## src/rtl/wpic_pkg.sv

```systemverilog
// Shared constants for the wake-pin interrupt controller.
// Assumes a byte-addressed register port with 32-bit words.
package wpic_pkg;

    localparam int STATUS_OFS = 'h310;
    localparam int ENABLE_OFS = 'h314;
    localparam int CLEAR_OFS  = 'h318;
    localparam int ROUTE_OFS  = 'h31C;
    localparam int CFG_BASE   = 'h330;
    localparam int CFG_STRIDE = 8;

    localparam int NUM_PERIPH   = 3;
    localparam int PIN_IRQ_BIT  = 8;
    localparam int PER_IRQ_BIT  = 0;
    localparam int WAKE_SHIFT   = 16;

    localparam logic [2:0] MODE_LEVEL_LO = 3'd0;
    localparam logic [2:0] MODE_LEVEL_HI = 3'd1;
    localparam logic [2:0] MODE_FALL     = 3'd2;
    localparam logic [2:0] MODE_RISE     = 3'd3;
    localparam logic [2:0] MODE_OFF      = 3'd4;
    localparam logic [2:0] MODE_ANY      = 3'd6;

    // Bits of the routing word that exist for a given pin count.
    function automatic logic [31:0] route_mask(input int pins);
        logic [31:0] m;
        m = '0;
        for (int i = 0; i < pins; i++) m[PIN_IRQ_BIT + i] = 1'b1;
        for (int k = 0; k < NUM_PERIPH; k++) m[PER_IRQ_BIT + k] = 1'b1;
        return m | (m << WAKE_SHIFT);
    endfunction

endpackage

```

## src/rtl/wpic_sync.sv

```systemverilog
// Multi-stage synchroniser for a bus of independent asynchronous bits.
// Assumes each bit is a slow level; no multi-bit coherence is implied.
module wpic_sync #(
    parameter int WIDTH  = 4,
    parameter int STAGES = 2
) (
    input  logic             clk,
    input  logic             rst_n,
    input  logic [WIDTH-1:0] d_i,
    output logic [WIDTH-1:0] q_o
);
    logic [WIDTH-1:0] stg_q [STAGES];

    // Shift the pin values through the synchroniser chain.
    always_ff @(posedge clk) begin
        if (!rst_n) begin
            for (int i = 0; i < STAGES; i++) stg_q[i] <= '0;
        end else begin
            stg_q[0] <= d_i;
            for (int i = 1; i < STAGES; i++) stg_q[i] <= stg_q[i-1];
        end
    end

    assign q_o = stg_q[STAGES-1];

    assert_first_stage_R2: assert property (@(posedge clk) disable iff (!rst_n)
        $past(rst_n) |-> stg_q[0] == $past(d_i));

endmodule

```

## src/rtl/wpic_pin_chan.sv

```systemverilog
// One wake pin's detector and latched status bit.
// Assumes smp_i is already synchronised; edges compare against the previous sample.
module wpic_pin_chan
    import wpic_pkg::*;
(
    input  logic       clk,
    input  logic       rst_n,
    input  logic       smp_i,
    input  logic [2:0] mode_i,
    input  logic       hold_i,
    input  logic       clr_i,
    output logic       status_o
);
    logic prev_q;
    logic rise, fall, lvl_hit, edge_hit;

    // Remember the last synchronised sample for edge detection.
    always_ff @(posedge clk) begin
        if (!rst_n) prev_q <= 1'b0;
        else        prev_q <= smp_i;
    end

    // Decode the configured condition against the current sample.
    always_comb begin
        rise     = smp_i & ~prev_q;
        fall     = ~smp_i & prev_q;
        lvl_hit  = 1'b0;
        edge_hit = 1'b0;
        if (!hold_i) begin
            case (mode_i)
                MODE_LEVEL_LO: lvl_hit  = ~smp_i;
                MODE_LEVEL_HI: lvl_hit  = smp_i;
                MODE_FALL:     edge_hit = fall;
                MODE_RISE:     edge_hit = rise;
                MODE_ANY:      edge_hit = rise | fall;
                default: ;
            endcase
        end
    end

    // Latch events; a clear beats a level hit but never an edge hit.
    always_ff @(posedge clk) begin
        if (!rst_n || hold_i) status_o <= 1'b0;
        else status_o <= edge_hit | (lvl_hit & ~clr_i) | (status_o & ~clr_i);
    end

    assert_sticky_R4: assert property (@(posedge clk) disable iff (!rst_n)
        (status_o && !clr_i && !hold_i) |=> status_o);

    assert_hold_clears_R9: assert property (@(posedge clk) disable iff (!rst_n)
        hold_i |=> !status_o);

    assert_off_silent_R5: assert property (@(posedge clk) disable iff (!rst_n)
        (!status_o && mode_i == MODE_OFF) |=> !status_o);

endmodule

```

## src/rtl/wake_pin_irq_ctrl.sv

```systemverilog
// Wake-pin interrupt controller: register file, per-pin channels and output routing.
// Assumes a single-cycle register port (writes at the edge, combinational reads)
// and synchronous peripheral event lines.
module wake_pin_irq_ctrl
    import wpic_pkg::*;
#(
    parameter int NUM_PINS    = 4,
    parameter int SYNC_STAGES = 2,
    parameter int ADDR_W      = 12
) (
    input  logic                  clk,
    input  logic                  rst_n,
    input  logic                  bus_we,
    input  logic [ADDR_W-1:0]     bus_addr,
    input  logic [31:0]           bus_wdata,
    output logic [31:0]           bus_rdata,
    input  logic [NUM_PINS-1:0]   wake_pin_i,
    input  logic [NUM_PERIPH-1:0] periph_evt_i,
    output logic                  pin_irq_o,
    output logic [NUM_PERIPH-1:0] periph_irq_o,
    output logic                  wake_req_o
);
    localparam logic [31:0] ROUTE_MASK = route_mask(NUM_PINS);

    logic [NUM_PINS-1:0] smp, status, en_q, hold_q, clr_vec;
    logic [2:0]          mode_q [NUM_PINS];
    logic [31:0]         route_q;
    logic                wr_en, wr_route, wr_clr;

    wpic_sync #(.WIDTH(NUM_PINS), .STAGES(SYNC_STAGES)) u_sync (
        .clk(clk), .rst_n(rst_n), .d_i(wake_pin_i), .q_o(smp)
    );

    // Decode the write strobes for the shared words.
    always_comb begin
        wr_en    = bus_we && bus_addr == ADDR_W'(ENABLE_OFS);
        wr_route = bus_we && bus_addr == ADDR_W'(ROUTE_OFS);
        wr_clr   = bus_we && bus_addr == ADDR_W'(CLEAR_OFS);
        clr_vec  = wr_clr ? bus_wdata[NUM_PINS-1:0] : '0;
    end

    // Hold the enable and routing words.
    always_ff @(posedge clk) begin
        if (!rst_n) begin
            en_q    <= '0;
            route_q <= '0;
        end else begin
            if (wr_en)    en_q    <= bus_wdata[NUM_PINS-1:0];
            if (wr_route) route_q <= bus_wdata & ROUTE_MASK;
        end
    end

    generate
        for (genvar n = 0; n < NUM_PINS; n++) begin : g_pin
            localparam int CFG_ADDR = CFG_BASE + CFG_STRIDE * n;

            // Hold this pin's mode and detector-hold controls.
            always_ff @(posedge clk) begin
                if (!rst_n) begin
                    mode_q[n] <= MODE_OFF;
                    hold_q[n] <= 1'b0;
                end else if (bus_we && bus_addr == ADDR_W'(CFG_ADDR)) begin
                    mode_q[n] <= bus_wdata[3:1];
                    hold_q[n] <= bus_wdata[4];
                end
            end

            wpic_pin_chan u_chan (
                .clk(clk), .rst_n(rst_n), .smp_i(smp[n]), .mode_i(mode_q[n]),
                .hold_i(hold_q[n]), .clr_i(clr_vec[n]), .status_o(status[n])
            );
        end
    endgenerate

    // Return the addressed register; unmapped and companion words read zero.
    always_comb begin
        bus_rdata = '0;
        if (bus_addr == ADDR_W'(STATUS_OFS)) bus_rdata[NUM_PINS-1:0] = status;
        if (bus_addr == ADDR_W'(ENABLE_OFS)) bus_rdata[NUM_PINS-1:0] = en_q;
        if (bus_addr == ADDR_W'(ROUTE_OFS))  bus_rdata = route_q;
        for (int n = 0; n < NUM_PINS; n++) begin
            if (bus_addr == ADDR_W'(CFG_BASE + CFG_STRIDE * n))
                bus_rdata[4:0] = {hold_q[n], mode_q[n], smp[n]};
        end
    end

    // Combine routed sources into the interrupt and wake outputs.
    always_comb begin
        pin_irq_o    = |(status & en_q & route_q[PIN_IRQ_BIT +: NUM_PINS]);
        periph_irq_o = periph_evt_i & route_q[PER_IRQ_BIT +: NUM_PERIPH];
        wake_req_o   = |(status & route_q[PIN_IRQ_BIT + WAKE_SHIFT +: NUM_PINS])
                     | |(periph_evt_i & route_q[PER_IRQ_BIT + WAKE_SHIFT +: NUM_PERIPH]);
    end

    assert_reset_clean_R1: assert property (@(posedge clk) disable iff (!rst_n)
        !$past(rst_n) |-> (en_q == '0 && route_q == '0 && status == '0));

    assert_irq_needs_enable_R6: assert property (@(posedge clk) disable iff (!rst_n)
        pin_irq_o |-> (|en_q && |status));

    assert_wake_needs_route_R8: assert property (@(posedge clk) disable iff (!rst_n)
        wake_req_o |-> |(route_q >> WAKE_SHIFT));

    assert_route_unused_zero_R10: assert property (@(posedge clk) disable iff (!rst_n)
        (route_q & ~ROUTE_MASK) == '0);

    generate
        for (genvar k = 0; k < NUM_PERIPH; k++) begin : g_per_chk
            assert_periph_routed_R7: assert property (@(posedge clk) disable iff (!rst_n)
                periph_irq_o[k] |-> (route_q[k] && periph_evt_i[k]));
        end
    endgenerate

endmodule

```

## config.mk

```make
export PLATFORM = sky130hd
export DESIGN_NAME = wake_pin_irq_ctrl
export DESIGN_NICKNAME = d
export VERILOG_FILES = /design/src/rtl/wpic_pkg.sv /design/src/rtl/wpic_sync.sv /design/src/rtl/wpic_pin_chan.sv /design/src/rtl/wake_pin_irq_ctrl.sv
export SDC_FILE = /design/constraint.sdc
export NUM_CORES = 1
export LEC_CHECK = 0
export BUFFER_PORTS_ARGS = -buffer_cell sky130_fd_sc_hd__clkbuf_2
export CAP_MARGIN = 30
export CORE_ASPECT_RATIO = 0.9
export CORE_MARGIN = 4
export CORE_UTILIZATION = 35
export DETAILED_ROUTE_END_ITERATION = 12
export PLACE_DENSITY = 0.6
export SYNTH_ARGS = -nofsm -noshare
export SYNTH_HDL_FRONTEND = slang
export SYNTH_SLANG_ARGS = --single-unit
```

## constraint.sdc

```tcl
create_clock -name clk -period 5.3 [get_ports clk]
set_input_delay 1.325 -clock clk [delete_from_list [all_inputs] [get_ports clk]]
set_output_delay 1.325 -clock clk [all_outputs]
set_load 0.01 [all_outputs]
```

Word-level counts from Yosys, hierarchy flattened
Memories as Yosys holds them, arrays and structs flattened.
Index checks and enable logic that the tools add are counted.
- bits in latches: 0
- memory bits (writable): 20
- memory bits (read-only): 0
- memories: 2
- flip-flop bits (word level): 30
- input port bits: 54
- output and inout port bits: 37
- memory list (name ; depth ; bits a word ; rd ports ; clocked after Yosys merged registers in ; wr ports ; line ; text):
    mode_q ; 4 ; 3 ; 4 ; 0 ; 4 ; wake_pin_irq_ctrl.sv:26 ; logic [2:0] mode_q [NUM_PINS];
    u_sync.stg_q ; 2 ; 4 ; 2 ; 0 ; 2 ; wpic_sync.sv:12 ; logic [WIDTH-1:0] stg_q [STAGES];
- divide/modulo/power cells: 0
- reductions and logical operators: 19
- bitwise operators: 52
- eq/ne operators: 24
- magnitude comparators: 0
- shift operators: 0
- add/subtract/negate cells: 0
- muxes and demuxes: 44
- multipliers: 0
- operators by type and width (cell ; count):
    == test 12 x 10 -> 1 bit (second input constant) ; 8
    2-to-1 mux 28 bit ; 1
    == test 3 x 2 -> 1 bit (second input constant) ; 8
    2-to-1 mux 1 bit ; 22
    2-to-1 mux 4 bit ; 5
    2-to-1 mux 5 bit ; 4
    bitwise OR 1 bit ; 19
    bitwise AND 1 bit ; 16
    bitwise AND 4 bit ; 3
    == test 3 x 1 -> 1 bit (second input constant) ; 4
    == test 3 bit (second input constant) ; 4
    zero test 3 bit ; 4
    2-to-1 mux 3 bit ; 4
    inverter 1 bit ; 12
    case mux 1 bit (3 select lines) ; 4
    case mux 1 bit (2 select lines) ; 4
    OR reduction 4 bit ; 2
    logical AND 1 bit ; 7
    bitwise AND 3 bit ; 2
    logical OR 1 bit ; 4
    OR reduction 3 bit ; 1
    zero test 1 bit ; 1

Logic depth before layout (Yosys ltp)
Gate-level depths: netlist (run 1).
- depth in word-level cells: 8
- gate-level depth with buffers: 6
- depth with buffers taken out: 6

Cells and area by module
Synthesis (run 1) repeated with hierarchy kept, for this count alone.
- cell total of the unflattened synthesis: 330
- area, all modules: 2990.4 um^2
- modules (own cells, without submodules) (module ; sequential area each (um^2) ; times used ; cells each ; area an instance (um^2)):
    wake_pin_irq_ctrl ; 800.8 ; 1 ; 242 ; 2079.5
    wpic_pin_chan ; 40.0 ; 4 ; 17 ; 167.7
    wpic_sync ; 160.2 ; 1 ; 20 ; 240.2

Worst setup path after synthesis (run 1)
No wires, ideal clock.
- kind: input to output
- start: input port bus_addr[2]
- end: output port bus_rdata[4]
- path buffers: 2
- data required time: 3.975 ns
- cell stages on the path: 6
- data arrival time: 2.625 ns
- path slack: 1.350 ns
- cell sequence: buf_2 > nor4_1 > and3_1 > buf_2 > o21ai_0 > a32oi_1
- word-level cells in the longest chain between the ends: 5
- elaborated cells on any way between the ends: 8
- those cells by class: 4 x eq/ne; 4 x mux
- RTL lines (element ; line ; text):
    start: declaration ; wake_pin_irq_ctrl.sv:14 ; input logic [ADDR_W-1:0] bus_addr,
    == test 12 x 10 -> 1 bit ; wake_pin_irq_ctrl.sv:82 ; if (bus_addr == ADDR_W'(CFG_BASE + CFG_STRIDE * n))
    2-to-1 mux 5 bit (3 in series) ; wake_pin_irq_ctrl.sv:82 ;
    2-to-1 mux 5 bit * ; wake_pin_irq_ctrl.sv:82 ;
    end: declaration ; wake_pin_irq_ctrl.sv:16 ; output logic [31:0] bus_rdata,
Mark *: on every way between the ends. The rest lies on a longest branch, timed or not.

Worst setup path in the final report (run 1)
- start: input port bus_addr[3]
- end: output port bus_rdata[1]
- word-level cells in the longest chain between the ends: 8
- elaborated cells on any way between the ends: 14
- those cells by class: 7 x eq/ne; 7 x mux
- RTL lines (element ; line ; text):
    == test 12 x 10 -> 1 bit ; wake_pin_irq_ctrl.sv:78 ; if (bus_addr == ADDR_W'(STATUS_OFS)) bus_rdata[NUM_PINS-1:0] = status;
    2-to-1 mux 4 bit ; wake_pin_irq_ctrl.sv:78 ;
    2-to-1 mux 4 bit ; wake_pin_irq_ctrl.sv:79 ; if (bus_addr == ADDR_W'(ENABLE_OFS)) bus_rdata[NUM_PINS-1:0] = en_q;
    2-to-1 mux 28 bit ; wake_pin_irq_ctrl.sv:80 ; if (bus_addr == ADDR_W'(ROUTE_OFS)) bus_rdata = route_q;
    2-to-1 mux 5 bit (3 in series) ; wake_pin_irq_ctrl.sv:82 ;
    2-to-1 mux 5 bit * ; wake_pin_irq_ctrl.sv:82 ;
Marks and branches as above.

==> results.cfg, run 1 <==
[worst_setup_path]
path_buf_inv = 2
reg2reg_setup_slack_ns = 4.03
worst_path_largest_cell_delay_ns = 0.69
r2r-end = g_pin[1].u_chan.status_o
cpMaxStageDelayCell = nor4b_1
reg2regPathDepth = 4
cp-end-kind = output pin
crit_path_start_kind = input port
crit_top_cell = clkbuf_2
crit_chain = clkbuf_2 > nor4b_1 > a21oi_1 > o22a_1 > o31ai_1 > clkbuf_2
critPathKind = input port to output pin
crit_fanout = 22
worstSetupStartpoint = bus_addr[3]
crit_required_ns = 3.97
worstPathArrival_ns = 3.11
cp.depth = 6
reg2reg_from = u_sync.stg_q[0][5]
cp_top_family = simple AND/OR/NAND/NOR gates

[die]
coreArea_um2 = 7732
row_count = 30
die_h_um = 93.44
dieWidth_um = 102.9
die-area_um2 = 9618
ios = 91
initial_core_util_pct = 36.72

[yosys]
synth-compound-area-share_pct = 10.75
ys_types = 50
synthAdderAreaFrac_pct = 3.526
syn_inst = 296
syn_area_per_cell_um2 = 9.591
synth_edf_count = 12
synth-seq-cells = 50
yosys.area_share.xor_xnor_pct = 1.234
synthFlopType = dfxtp_1
synth_top_family_by_area = simple AND/OR/NAND/NOR gates
synth_area_um2 = 2839
yosysWarnings = 0
yosys.area_share.simple_pct = 26.53
synthMuxAreaShare_pct = 10.67
synth_async_sr_flop_share_pct = 0
yosysSeqAreaShare_pct = 39.49

[final_layout]
final_cells = 447
final_common_cell = clkbuf_2
areaGrowthSynthToFinish_pct = 15.56
final_cell_mix = 58 x clkbuf_2, 38 x dfxtp_1, 29 x nor2_1
fin_nets = 412
drive_gt1_share_pct = 22.51
diodes = 0
fillers = 771

[worst_hold_path]
hp-start = u_sync.stg_q[0][1]
min_path_cells = 1
hold-path-endpoint = u_sync.stg_q[0][5]
hold_class = flip-flop to flip-flop

[clock_tree]
clock_path_buffers = 2
numCtsBuffers = 5
cts_hold_buf = 0
postCtsSetupBuffers = 0
clock-root-buffer = clkbuf_8
cts.sinks = 50
cts.htree.levels = 2
clk_latency_ns = 0.30
path_clk_slew_ns = 0.08
tritoncts = done
ctsResizeCount = 0

[pwr]
power_switching_w = 0.0001747
p_int_w = 0.0005518
power_switching_share_pct = 24.05
powerDensity_nw_per_um2 = 221.4
power_frac_comb_pct = 9.9
ir_drop_mv = 0.1208
p_seq_share_pct = 56.7
p_leak_nw = 1.441
p_clk_share_pct = 33.4

[timing]
hold_viol_final = 0
clock_skew_ns = 0.001926
tns_ns = 0
whs_ns = 0.4375
setup_violations = 0
finalCritPeriodShare_pct = 83.63
rsz0062_at_grt = false
slew_headroom_pct = 52.93
max_freq_mhz = 225.6
worstMarginPinSlew_ns = 0.6963
maxSlewViolCount = 0
fin_crit_ns = 4.432

[drt]
first_pass_iters = 6
ant_nets = 0
wirelength_um = 6832
wl_per_cell_um = 15.28
drc = 0
vias = 2262
routed_via_density = 5.060
drt_iter0_markers = 119

[status]
outcome = complete, no violations

[global_route]
grt_pass1_vias = 2131
grt_max_degree = 25
overflow = 0
grt_usage_pct = 14.61
antenna_found_initial = 0
grt_pass1_wl_um = 10870

[place]
place.port_buffers = 58
gp_congestion = 0.8305
dp_hpwl_um = 5344
placed_cells = 439

[job]
drv_cap = 0
-- cell families (layout without fill, tap and decap cells) --
kind of cell	Yosys count	in the layout
buffers and inverters	40	80
adder cells (fa/ha/maj)	8	8
AO/OA/AOI/OAI	43	43
XOR/XNOR	4	4
AND/OR/NAND/NOR	120	120
multiplexers	30	30
other	1	16
flip-flops	50	50
-- power groups by stage --
stage                     Sequential [W]  Clock [W]  Combinational (W)
final                           0.000412   0.000242          0.0000723
after global routing            0.000414   0.000267          0.0000810
after CTS                       0.000412   0.000251          0.0000723
after detailed placement        0.000421          0          0.0000719
after global placement          0.000420          0          0.0000682
after floorplan                 0.000416          0          0.0000511
-- area by class of cell --
type / instances / area [µm²] / share of cell area [%]
sequential: 50 / 1121 / 34.17
inverter: 11 / 41.29 / 1.259
timing repair buffer: 61 / 340.3 / 10.37
tap: 96 / 120.1 / 3.661
multi-input combinational: 221 / 1556 / 47.44
clock buffer: 8 / 101.3 / 3.089
-- worst reg2reg max path, cell delays in order, from the launching register on --
cell      delay [ns]
dfxtp_1         0.43
ha_1            0.28
nor3b_1         0.19
o21ai_0         0.10
a211oi_1        0.19
-- metrics by stage --
| stage | utilization [%] | setup WS [ns] | power, W | cell area, µm² |
|---|---|---|---|---|
| 6_report | 42.43 | 0.8676 | 0.0007265 | 3281 |
| 2_1_floorplan | - | 1.350 | 0.0004674 | 2895 |
| 4_1_cts | 42.43 | 0.8778 | 0.0007349 | 3281 |
| 3_5_place_dp | 41.12 | 0.8801 | 0.0004926 | 3179 |
| 3_3_place_gp | 40.57 | 0.8817 | 0.0004886 | 3137 |
| 5_1_grt | 42.43 | 0.6676 | 0.0007615 | 3281 |
-- flip-flops by register name, indices dropped and copies added (netlist names) --
name                   flops
u_sync.stg_q               8
en_q                       4
mode_q                    12
g_pin.u_chan.status_o      4
route_q                   14
hold_q                     4
g_pin.u_chan.prev_q        4
-- routing by layer --
| metal | vias up | wire length [µm] | global-route usage, % |
|---|---|---|---|
| met5 | - | 0 | 0 |
| met4 | 0 | 56 | 3.560 |
| li1 | 1136 | - | - |
| met1 | 1057 | 3344 | 21.66 |
| met3 | 6 | 410 | 2.685 |
| met2 | 63 | 3020 | 21.74 |
-- cell usage after synthesis, types with 3 or more instances --
library cell / instances / share of area, %
dfxtp_1: 38 / 27
nor2_1: 29 / 3.8
and2_1: 28 / 6.2
mux2i_1: 28 / 9.9
buf_4: 16 / 4.2
edfxtp_1: 12 / 13
inv_1: 11 / 1.5
nand2_1: 10 / 1.3
a21oi_1: 9 / 1.6
ha_1: 8 / 3.5
o21ai_0: 7 / 1.2
buf_2: 6 / 1.1
clkbuf_1: 6 / 0.79
nand3_1: 6 / 1.1
nor3_1: 6 / 1.1
nor3b_1: 6 / 1.6
a211oi_1: 5 / 1.3
and3_1: 5 / 1.1
nand2b_1: 4 / 0.88
nor4_4: 4 / 3.0
o2bb2ai_1: 4 / 1.2
xor2_1: 4 / 1.2
a32oi_1: 3 / 0.93
nand3b_1: 3 / 0.79
nand4_1: 3 / 0.66
nor4_1: 3 / 0.66
-- how the worst max path moves through the flow --
stage                   end
2_1_floorplan  bus_rdata[4]
3_3_place_gp   bus_rdata[2]
3_5_place_dp   bus_rdata[2]
4_1_cts        bus_rdata[2]
5_1_grt        bus_rdata[0]
6_report       bus_rdata[1]
Note: power is estimated with default switching activity, not from simulation.
==> inputs of run 2 (changes only) <==
PLACE_DENSITY = 0.62   (was 0.6)
clock period = 3.98 ns   (was 5.3 ns; I/O delays follow)
==> run 2 against run 1 <==
Utilization about the same. Register-to-register slack worse by 1.4 ns. Hold slack better by 0.0051 ns. Non-clock buffer count up 3. Total power up 30%. Largest cell class unchanged. Via count up 3.1%. Final cell count up 0.67%.
==> results.cfg, run 2 (same netlist as run 1, synthesis figures left out) <==
[worst_setup_path]
crit_fanout = 7
crit_path_start_kind = input port
r2r-end = g_pin[0].u_chan.status_o
path_buf_inv = 2
reg2reg_setup_slack_ns = 2.68
reg2reg_from = u_sync.stg_q[0][4]
cp-end-kind = output pin
worstPathArrival_ns = 2.66
critPathKind = input port to output pin
crit_top_cell = clkbuf_2
crit_end = bus_rdata[2]
reg2regPathDepth = 6
cp.depth = 6
cpMaxStageDelayCell = or4_1
crit_chain = clkbuf_2 > or4_1 > or2_4 > o221ai_1 > a32o_1 > clkbuf_2
crit_required_ns = 2.98
worst_path_largest_cell_delay_ns = 0.72
cp_top_family = simple AND/OR/NAND/NOR gates
worstSetupStartpoint = bus_addr[7]

[drt]
top_layer_used = met4
routed_via_density = 5.180
wl_per_cell_um = 15.66
ant_nets = 0
wl_met2_um = 3228
drt_iter0_markers = 129
drc = 0
first_pass_iters = 4
vias = 2331
wl_met3_um = 403
wirelength_um = 7045
drt-met1-wl_um = 3360

[global_route]
grt_pass1_wl_um = 11030
overflow = 0
grt_usage_pct = 14.69
antenna_found_initial = 0
grt_max_degree = 25
grt_pass1_vias = 2159

[final_layout]
largest_reg_flops = 14
diodes = 0
final_cell_mix = 58 x clkbuf_2, 38 x dfxtp_1, 29 x nor2_1
areaGrowthSynthToFinish_pct = 15.69
fin_nets = 415
final_common_cell = clkbuf_2
drive_gt1_share_pct = 23.73
top_regs = route_q x14, mode_q x12, u_sync.stg_q x8
largest_register = route_q
fillers = 771

[status]
outcome = complete, no violations

[pwr]
power_frac_comb_pct = 10.3
powerDensity_nw_per_um2 = 288.6
ir_drop_mv = 0.1740
p_seq_share_pct = 57.9
p_int_w = 0.0006973
power_switching_share_pct = 26.44
p_clk_share_pct = 31.8
power_w = 0.0009479
power_switching_w = 0.0002506
p_leak_nw = 1.446

[die]
initial_core_util_pct = 36.72
dieWidth_um = 102.9
die-area_um2 = 9618
row_count = 30
coreArea_um2 = 7732
ios = 91
die_h_um = 93.44

[timing]
maxSlewViolCount = 0
max_freq_mhz = 273.3
tns_ns = 0
whs_ns = 0.4427
fin_crit_ns = 3.659
worstMarginPinSlew_ns = 0.6837
setup_violations = 0
slew_headroom_pct = 54.04
rsz0062_at_grt = false
finalCritPeriodShare_pct = 91.94
clock_skew_ns = 0.004483
hold_viol_final = 0

[place]
place.port_buffers = 58
dp_hpwl_um = 5448
gp_congestion = 0.8555

[clock_tree]
postCtsSetupBuffers = 0
cts.htree.levels = 2
clk_latency_ns = 0.30
cts.sinks = 50
tritoncts = done
clock-root-buffer = clkbuf_8
numCtsBuffers = 5
path_clk_slew_ns = 0.09
clock_path_buffers = 2
ctsResizeCount = 0
cts_hold_buf = 0

[job]
drv_cap = 0

[worst_hold_path]
hold_class = flip-flop to flip-flop
min_path_cells = 1
[run 2: worst min-delay path by stage]
stage,startpoint,to,slack [ns]
floorplan,hold_q[0],g_pin[0].u_chan.status_o,0.41
global placement,u_sync.stg_q[0][3],u_sync.stg_q[0][7],0.42
detailed placement,u_sync.stg_q[0][0],u_sync.stg_q[0][4],0.42
global route,u_sync.stg_q[0][0],u_sync.stg_q[0][4],0.45
finish,u_sync.stg_q[0][3],u_sync.stg_q[0][7],0.44
CTS,u_sync.stg_q[0][0],u_sync.stg_q[0][4],0.44
[run 2: cell type report]
type | count | area (µm²) | area share (%)
clock buffer | 5 | 68.82 | 2.095
clock inverter | 3 | 21.27 | 0.6476
inverter | 11 | 41.29 | 1.257
multi-input combinational | 221 | 1556 | 47.39
sequential | 50 | 1121 | 34.13
tap | 96 | 120.1 | 3.657
timing repair buffer | 64 | 355.3 | 10.82
[run 2: worst register-to-register path: stages, from the launching register on]
cell and delay (ns):
dfxtp_1 0.42, inv_1 0.08, ha_1 0.19, mux2i_1 0.13, nor2_1 0.05, o21ai_0 0.21
a211oi_1 0.10
[run 2: metrics by stage]
stage               instance area [µm²]  util (%)  instances  worst slack (ns)
finish                             3284     42.48        450            0.3209
global route                       3284     42.48        450            0.2292
CTS                                3284     42.48        450            0.3164
detailed placement                 3194     41.31        442            0.3292
global placement                   3167     40.95        441            0.3298
floorplan                          2895         -        311            0.6903
[run 2: power by group through the flow]
stage / Clock (W) / Sequential (W) / Combinational, W
after floorplan: 0 / 0.000554 / 0.0000681
after global placement: 0 / 0.000560 / 0.0000924
after detailed placement: 0 / 0.000561 / 0.0000979
after CTS: 0.000309 / 0.000549 / 0.0000984
after global routing: 0.000330 / 0.000551 / 0.000109
final: 0.000301 / 0.000549 / 0.0000979
[run 2: layer usage]
metal	global-route usage, %	vias to the layer above
met5	0	-
met4	2.913	0
met3	2.834	7
met2	22.44	60
met1	21.49	1118
li1	-	1146
